## src/rtl/pollint_pkg.sv

```systemverilog
package pollint_pkg;

    localparam int BUS_W = 16;
    localparam int TYPE_W = 5;

    localparam logic [1:0] ADDR_POLL = 2'd0;
    localparam logic [1:0] ADDR_STAT = 2'd1;
    localparam logic [1:0] ADDR_MASK = 2'd2;
    localparam logic [1:0] ADDR_EOI  = 2'd3;

    typedef enum logic [2:0] {
        ST_IDLE     = 3'd0,
        ST_POLL_RSP = 3'd1,
        ST_STAT_RSP = 3'd2,
        ST_MASK_RSP = 3'd3,
        ST_WR_DONE  = 3'd4
    } bus_state_e;

    function automatic logic [BUS_W-1:0] pending_word(input logic flag, input logic [TYPE_W-1:0] ty);
        logic [BUS_W-1:0] w;
        w = '0;
        if (flag) begin
            w[BUS_W-1]    = 1'b1;
            w[TYPE_W-1:0] = ty;
        end
        return w;
    endfunction

endpackage

```

## src/rtl/pollint_req_latch.sv

```systemverilog
module pollint_req_latch #(
    parameter int NUM_SRC = 8
) (
    input  logic               clk,
    input  logic               rst_n,
    input  logic [NUM_SRC-1:0] irq_in,
    input  logic [NUM_SRC-1:0] ack_clr,
    output logic [NUM_SRC-1:0] req_q
);

    logic [NUM_SRC-1:0] irq_prev_q;
    logic [NUM_SRC-1:0] rise;

    assign rise = irq_in & ~irq_prev_q;

    always_ff @(posedge clk) begin
        if (!rst_n) begin
            irq_prev_q <= '0;
            req_q      <= '0;
        end else begin
            irq_prev_q <= irq_in;
            req_q      <= (req_q & ~ack_clr) | rise;
        end
    end

    AST_ACK_DROPS_REQ: assert property (@(posedge clk) disable iff (!rst_n)
        (ack_clr != '0) && ((ack_clr & rise) == '0) |=> ((req_q & $past(ack_clr)) == '0));

    AST_REQ_NEEDS_EDGE: assert property (@(posedge clk) disable iff (!rst_n)
        $rose(rst_n) or ((req_q & ~$past(req_q)) == '0) or ((req_q & ~$past(req_q) & $past(irq_prev_q)) == '0));

endmodule

```

## src/rtl/pollint_prio.sv

```systemverilog
module pollint_prio #(
    parameter int NUM_SRC = 8,
    parameter int IDX_W   = (NUM_SRC > 1) ? $clog2(NUM_SRC) : 1
) (
    input  logic               clk,
    input  logic               rst_n,
    input  logic [NUM_SRC-1:0] req_q,
    input  logic [NUM_SRC-1:0] mask_q,
    input  logic [NUM_SRC-1:0] isr_q,
    output logic               win_valid,
    output logic [IDX_W-1:0]   win_idx,
    output logic [NUM_SRC-1:0] win_onehot
);

    logic [NUM_SRC-1:0] blocked;
    logic [NUM_SRC-1:0] cand;

    always_comb begin
        logic seen;
        seen = 1'b0;
        for (int i = 0; i < NUM_SRC; i++) begin
            seen       = seen | isr_q[i];
            blocked[i] = seen;
        end
    end

    assign cand = req_q & ~mask_q & ~blocked;

    always_comb begin
        win_valid  = 1'b0;
        win_idx    = '0;
        win_onehot = '0;
        for (int i = NUM_SRC - 1; i >= 0; i--) begin
            if (cand[i]) begin
                win_valid  = 1'b1;
                win_idx    = IDX_W'(i);
                win_onehot = NUM_SRC'(1) << i;
            end
        end
    end

    AST_WIN_ONEHOT: assert property (@(posedge clk) disable iff (!rst_n)
        $onehot0(win_onehot) && (win_valid == (win_onehot != '0)));

    AST_WIN_UNMASKED: assert property (@(posedge clk) disable iff (!rst_n)
        (win_onehot & (mask_q | ~req_q)) == '0);

    AST_WIN_NOT_BLOCKED: assert property (@(posedge clk) disable iff (!rst_n)
        (((win_onehot - NUM_SRC'(1)) | win_onehot) & isr_q & {NUM_SRC{win_valid}}) == '0);

endmodule

```

## src/rtl/pollint_isr.sv

```systemverilog
module pollint_isr #(
    parameter int NUM_SRC = 8
) (
    input  logic               clk,
    input  logic               rst_n,
    input  logic [NUM_SRC-1:0] set_onehot,
    input  logic               eoi_en,
    output logic [NUM_SRC-1:0] isr_q
);

    logic [NUM_SRC-1:0] eoi_clr;

    always_comb begin
        eoi_clr = '0;
        for (int i = NUM_SRC - 1; i >= 0; i--) begin
            if (isr_q[i]) eoi_clr = NUM_SRC'(1) << i;
        end
    end

    always_ff @(posedge clk) begin
        if (!rst_n) begin
            isr_q <= '0;
        end else begin
            isr_q <= (isr_q & ~(eoi_en ? eoi_clr : '0)) | set_onehot;
        end
    end

    AST_EOI_RETIRES_ONE: assert property (@(posedge clk) disable iff (!rst_n)
        eoi_en && (set_onehot == '0) && (isr_q != '0) |=>
            ($countones(isr_q) + 1 == $countones($past(isr_q))) && ((isr_q & ~$past(isr_q)) == '0));

    AST_EOI_LOWEST: assert property (@(posedge clk) disable iff (!rst_n)
        eoi_en && (set_onehot == '0) && (isr_q != '0) |=>
            ((($past(isr_q) & ~isr_q) - NUM_SRC'(1)) & $past(isr_q)) == '0);

endmodule

```

## src/rtl/pollint_ctrl.sv

```systemverilog
module pollint_ctrl
    import pollint_pkg::*;
#(
    parameter int          NUM_SRC   = 8,
    parameter logic [4:0]  TYPE_BASE = 5'd8
) (
    input  logic               clk,
    input  logic               rst_n,
    input  logic [NUM_SRC-1:0] irq_in,
    input  logic               bus_rd,
    input  logic               bus_wr,
    input  logic [1:0]         bus_addr,
    input  logic [15:0]        bus_wdata,
    output logic [15:0]        bus_rdata,
    output logic               bus_rvalid
);

    localparam int IDX_W = (NUM_SRC > 1) ? $clog2(NUM_SRC) : 1;

    bus_state_e         state_q, state_d;
    logic [NUM_SRC-1:0] req_q, mask_q, isr_q;
    logic               win_valid;
    logic [IDX_W-1:0]   win_idx;
    logic [NUM_SRC-1:0] win_onehot;
    logic [BUS_W-1:0]   poll_word, snap_d, snap_q;
    logic               ack_fire, eoi_fire, mask_fire;
    logic [NUM_SRC-1:0] ack_vec;
    logic               unused_wdata;

    assign unused_wdata = ^bus_wdata;

    pollint_req_latch #(.NUM_SRC(NUM_SRC)) u_req (
        .clk     (clk),
        .rst_n   (rst_n),
        .irq_in  (irq_in),
        .ack_clr (ack_vec),
        .req_q   (req_q)
    );

    pollint_prio #(.NUM_SRC(NUM_SRC), .IDX_W(IDX_W)) u_prio (
        .clk        (clk),
        .rst_n      (rst_n),
        .req_q      (req_q),
        .mask_q     (mask_q),
        .isr_q      (isr_q),
        .win_valid  (win_valid),
        .win_idx    (win_idx),
        .win_onehot (win_onehot)
    );

    pollint_isr #(.NUM_SRC(NUM_SRC)) u_isr (
        .clk        (clk),
        .rst_n      (rst_n),
        .set_onehot (ack_vec),
        .eoi_en     (eoi_fire),
        .isr_q      (isr_q)
    );

    assign poll_word = pending_word(win_valid, TYPE_BASE + TYPE_W'(win_idx));
    assign ack_fire  = bus_rd && (bus_addr == ADDR_POLL) && win_valid;
    assign ack_vec   = ack_fire ? win_onehot : '0;
    assign eoi_fire  = !bus_rd && bus_wr && (bus_addr == ADDR_EOI);
    assign mask_fire = !bus_rd && bus_wr && (bus_addr == ADDR_MASK);

    always_ff @(posedge clk) begin
        if (!rst_n) begin
            mask_q <= '0;
        end else if (mask_fire) begin
            mask_q <= bus_wdata[NUM_SRC-1:0];
        end
    end

    always_comb begin
        snap_d = '0;
        unique case (bus_addr)
            ADDR_POLL: snap_d = poll_word;
            ADDR_STAT: snap_d = poll_word;
            ADDR_MASK: snap_d[NUM_SRC-1:0] = mask_q;
            ADDR_EOI:  snap_d = '0;
            default:   snap_d = '0;
        endcase
    end

    always_comb begin
        state_d = ST_IDLE;
        if (bus_rd) begin
            unique case (bus_addr)
                ADDR_POLL: state_d = ST_POLL_RSP;
                ADDR_STAT: state_d = ST_STAT_RSP;
                default:   state_d = ST_MASK_RSP;
            endcase
        end else if (bus_wr) begin
            state_d = ST_WR_DONE;
        end
    end

    always_ff @(posedge clk) begin
        if (!rst_n) begin
            state_q <= ST_IDLE;
            snap_q  <= '0;
        end else begin
            state_q <= state_d;
            snap_q  <= bus_rd ? snap_d : '0;
        end
    end

    always_comb begin
        bus_rvalid = 1'b0;
        bus_rdata  = '0;
        unique case (state_q)
            ST_POLL_RSP, ST_STAT_RSP, ST_MASK_RSP: begin
                bus_rvalid = 1'b1;
                bus_rdata  = snap_q;
            end
            ST_IDLE, ST_WR_DONE: begin
                bus_rvalid = 1'b0;
                bus_rdata  = '0;
            end
            default: begin
                bus_rvalid = 1'b0;
                bus_rdata  = '0;
            end
        endcase
    end

    AST_RVALID_AFTER_READ: assert property (@(posedge clk) disable iff (!rst_n)
        bus_rd |=> bus_rvalid);

    AST_QUIET_WITHOUT_READ: assert property (@(posedge clk) disable iff (!rst_n)
        !bus_rd |=> !bus_rvalid && (bus_rdata == '0));

    AST_STATUS_NO_EFFECT: assert property (@(posedge clk) disable iff (!rst_n)
        bus_rd && (bus_addr == ADDR_STAT) |=> $stable(isr_q) && $stable(mask_q));

    AST_EMPTY_POLL_NO_EFFECT: assert property (@(posedge clk) disable iff (!rst_n)
        bus_rd && (bus_addr == ADDR_POLL) && !win_valid |=>
            $stable(isr_q) && $stable(mask_q) && (bus_rdata == '0));

    AST_POLL_MARKS_SERVICE: assert property (@(posedge clk) disable iff (!rst_n)
        ack_fire |=> ((isr_q & $past(win_onehot)) == $past(win_onehot)) && bus_rdata[15]);

endmodule

```

## config.mk

```make
export PLATFORM = sky130hd
export DESIGN_NAME = pollint_ctrl
export DESIGN_NICKNAME = d
export VERILOG_FILES = /design/src/rtl/pollint_pkg.sv /design/src/rtl/pollint_req_latch.sv /design/src/rtl/pollint_prio.sv /design/src/rtl/pollint_isr.sv /design/src/rtl/pollint_ctrl.sv
export SDC_FILE = /design/constraint.sdc
export NUM_CORES = 1
export LEC_CHECK = 0
export ABC_AREA = 1
export CAP_MARGIN = 20
export CELL_PAD_IN_SITES_DETAIL_PLACEMENT = 1
export CELL_PAD_IN_SITES_GLOBAL_PLACEMENT = 2
export CORE_MARGIN = 4
export CORE_UTILIZATION = 25
export DETAILED_ROUTE_END_ITERATION = 8
export GPL_TIMING_DRIVEN = 0
export PLACE_DENSITY = 0.8
export SETUP_SLACK_MARGIN = 0.4
export SLEW_MARGIN = 10
export SYNTH_ARGS = -nofsm -noshare
export SYNTH_HDL_FRONTEND = slang
export SYNTH_HIERARCHICAL = 1
export SYNTH_SLANG_ARGS = --single-unit
```

## constraint.sdc

```tcl
create_clock -name clk -period 2.3 [get_ports clk]
set_input_delay 0.46 -clock clk [delete_from_list [all_inputs] [get_ports clk]]
set_output_delay 0.46 -clock clk [all_outputs]
set_load 0.03 [all_outputs]
```

==> flow_summary.json <==
{
  "status": "completed",
  "fmax_ghz": 0.506,
  "wl_per_cell_um": 10.6,
  "cts_buffers": 5,
  "power_density_nw_per_um2": 547,
  "ys.flop_type": "dfxtp_1",
  "layout.nets": 418,
  "antenna_cells": 0,
  "met2_length_um": 2560,
  "routed_wl_um": 5240,
  "swShare_pct": 29.5,
  "clk_pin_slew_worst_paths_ns": 0.08,
  "drt-met1-wl_um": 2390,
  "grt_usage_pct": 11.0,
  "drt_iter0_drc": 45,
  "dr.pass1.iters": 3,
  "fin_util_pct": 36.3,
  "synth_edf_count": 0,
  "crit_arrival_ns": 2.18,
  "finalCriticalPeriod_ns": 1.98,
  "clock_sinks": 44,
  "synth_top_area_share_pct": 40.6,
  "drv_cap": 0,
  "crit_path_end_kind": "flop",
  "dieArea_um2": 10200,
  "io_pins": 47,
  "synth.most_common_cell": "inv_1",
  "nFillCells": 1078,
  "area_growth_pct": 39.6,
  "clockBufferDepth": 2,
  "slew_viol_final": 0,
  "ys_seq_area_share_pct": 40.6,
  "place.gp.congestion": 0.728,
  "antenna_found_initial": 0,
  "fin_setup_tns_ns": 0,
  "dpl.hpwl_um": 4180,
  "comb_power_share_pct": 22.8,
  "die_y_um": 101,
  "synth_common_cells": "inv_1 (79), nor2_1 (63), nand2_1 (58)",
  "highest_layer": "met4",
  "drt-vias-per-instance": 4.07,
  "drive_gt1_share_pct": 28.6,
  "cts_tree": "yes",
  "clk_latency_ns": 0.30,
  "r2r_slack_ns": 0.32,
  "total_power_uw": 1660,
  "period_share_pct": 85.9,
  "clkPwrFrac_pct": 27.9,
  "grt_pass1_wl_um": 9000,
  "htreeDepth": 2,
  "yosys-top-cells-area": "dfxtp_1 (41%), inv_1 (14%), nor2_1 (11%), nand2_1 (10%), nand3_1 (6.2%)",
  "core-area_um2": 8340,
  "grt_max_degree": 14,
  "crit_fanout": 8,
  "path_class": "flop to flop",
  "drc": 0,
  "synth-async-reset-ratio_pct": 0,
  "rows": 33,
  "setup-violations-final": 0,
  "critPathRequiredTime_ns": 2.50,
  "dp.cells": 471,
  "synth_top_area_cell": "dfxtp_1",
  "finClkSkew_ns": 0.00877,
  "hold_path_class": "flop to flop",
  "antenna_left": 0,
  "grt_pass1_vias": 2021,
  "vias": 2007,
  "p_seq_share_pct": 49.3,
  "irDropWorstVdd_uv": 308,
  "synth.avg_cell_area_um2": 6.59,
  "p_switching_uw": 489,
  "gr-total-overflow": 0,
  "finalNonFillerCells": 493,
  "yosysWarnings": 6,
  "final-hold-violation-count": 0,
  "cts_root_buf": "clkbuf_8",
  "numPortBuffers": 31,
  "p_leak_uw": 0.00134,
  "synth.distinct_cells": 26,
  "start_util_pct": 26.0,
  "dr_wl_met3_um": 212,
  "syn_area_um2": 2170,
  "die_w_um": 101,
  "synthCells": 329,
  "intPower_uw": 1170,
  "cp-start-kind": "flop",
  "grt_setup_unrepaired": "true",
  "yosys_register_bits": 44
}
through the flow:
stage	instance area (um^2)	hold slack (ns)	setup slack (ns)
floorplan	2220	0.431	0.511
global placement	2660	0.446	0.0542
detailed placement	2660	0.457	0.0397
CTS	2910	0.476	0.320
global route	3030	0.501	0.186
finish	3030	0.468	0.324
cell usage in the layout, fill, tap and decap left out, drive strengths merged:
cell / count
inv: 87
nor2: 70
nand2: 61
dfxtp: 44
nand3: 29
buf: 25
clkdlybuf4s50: 21
a21oi: 12
clkdlybuf4s15: 8
conb: 7
clkbuf: 6
nand4: 4
nor3: 4
nand3b: 3
nor3b: 2
clkinv: 1
clkinvlp: 1
dlygate4sd2: 1
o21ai: 1
nor4: 1
worst paths after layout:
| kind | startpoint | to | cells past startpoint |
|---|---|---|---|
| worst max-delay path | u_isr/isr_q[1] | u_req/req_q[7] | 15 |
| worst min-delay path | u_req/req_q[5] | u_req/req_q[5] | 2 |
| worst max register to register | u_isr/isr_q[1] | u_req/req_q[7] | 15 |
| worst min register to register | u_req/req_q[5] | u_req/req_q[5] | 2 |
critical path, cell delays in order, from the launching register on:
cell	delay, ns
dfxtp_2	0.34
nor2_4	0.17
nand4_4	0.15
nor3_4	0.21
nand2_2	0.09
nand2_2	0.09
inv_2	0.04
nand3b_1	0.08
inv_2	0.06
nor2_4	0.13
nand3_4	0.08
buf_12	0.16
nor2_4	0.11
inv_1	0.04
nand3_1	0.06
nand2_1	0.06
power by group through the flow:
stage | Sequential (uW) | Combinational (uW) | Clock [uW]
after floorplan | 828 | 208 | 0
after global placement | 834 | 292 | 0
after detailed placement | 835 | 298 | 0
after CTS | 817 | 346 | 486
after global routing | 823 | 425 | 523
final | 817 | 378 | 462
flip-flops by register name, summed over array words and instances, names as in the netlist:
| register | cells |
|---|---|
| snap_q | 9 |
| mask_q | 8 |
| u_isr/isr_q | 8 |
| u_req/irq_prev_q | 8 |
| u_req/req_q | 8 |
| state_q | 3 |
cell families after synthesis:
logic type             Yosys count  synth area share, %
AO/OA/AOI/OAI                   13                 3.17
buffers and inverters           97                 18.9
flip-flops                      44                 40.6
other                            1                0.173
AND/OR/NAND/NOR                174                 37.2
per-layer routing:
layer | GRT usage [%] | vias to the layer above
met3 | 2.34 | 8
li1 | - | 1069
met2 | 19.1 | 30
met5 | 0 | -
met1 | 13.4 | 900
met4 | 3.68 | 0
final cells by class:
cell class	instances	area, um^2	area share, %
clock buffers	5	68.8	2.27
plain buffers	10	82.6	2.73
flip-flops and latches	44	887	29.3
clock inverters	2	12.5	0.413
inverters	87	329	10.9
well taps	105	131	4.34
multi-input cells	194	1080	35.6
repair buffers	46	439	14.5
what timing repair did:
action / in CTS / in global routing
buffers inserted: 10 / 5
hold endpoints to repair: 0 / 0
endpoints found under the setup margin: 26 / 30
resized for setup: 47 / 32
hold buffers: 0 / 0
pin swaps: 5 / 19
(Power assumes the default switching activity.)
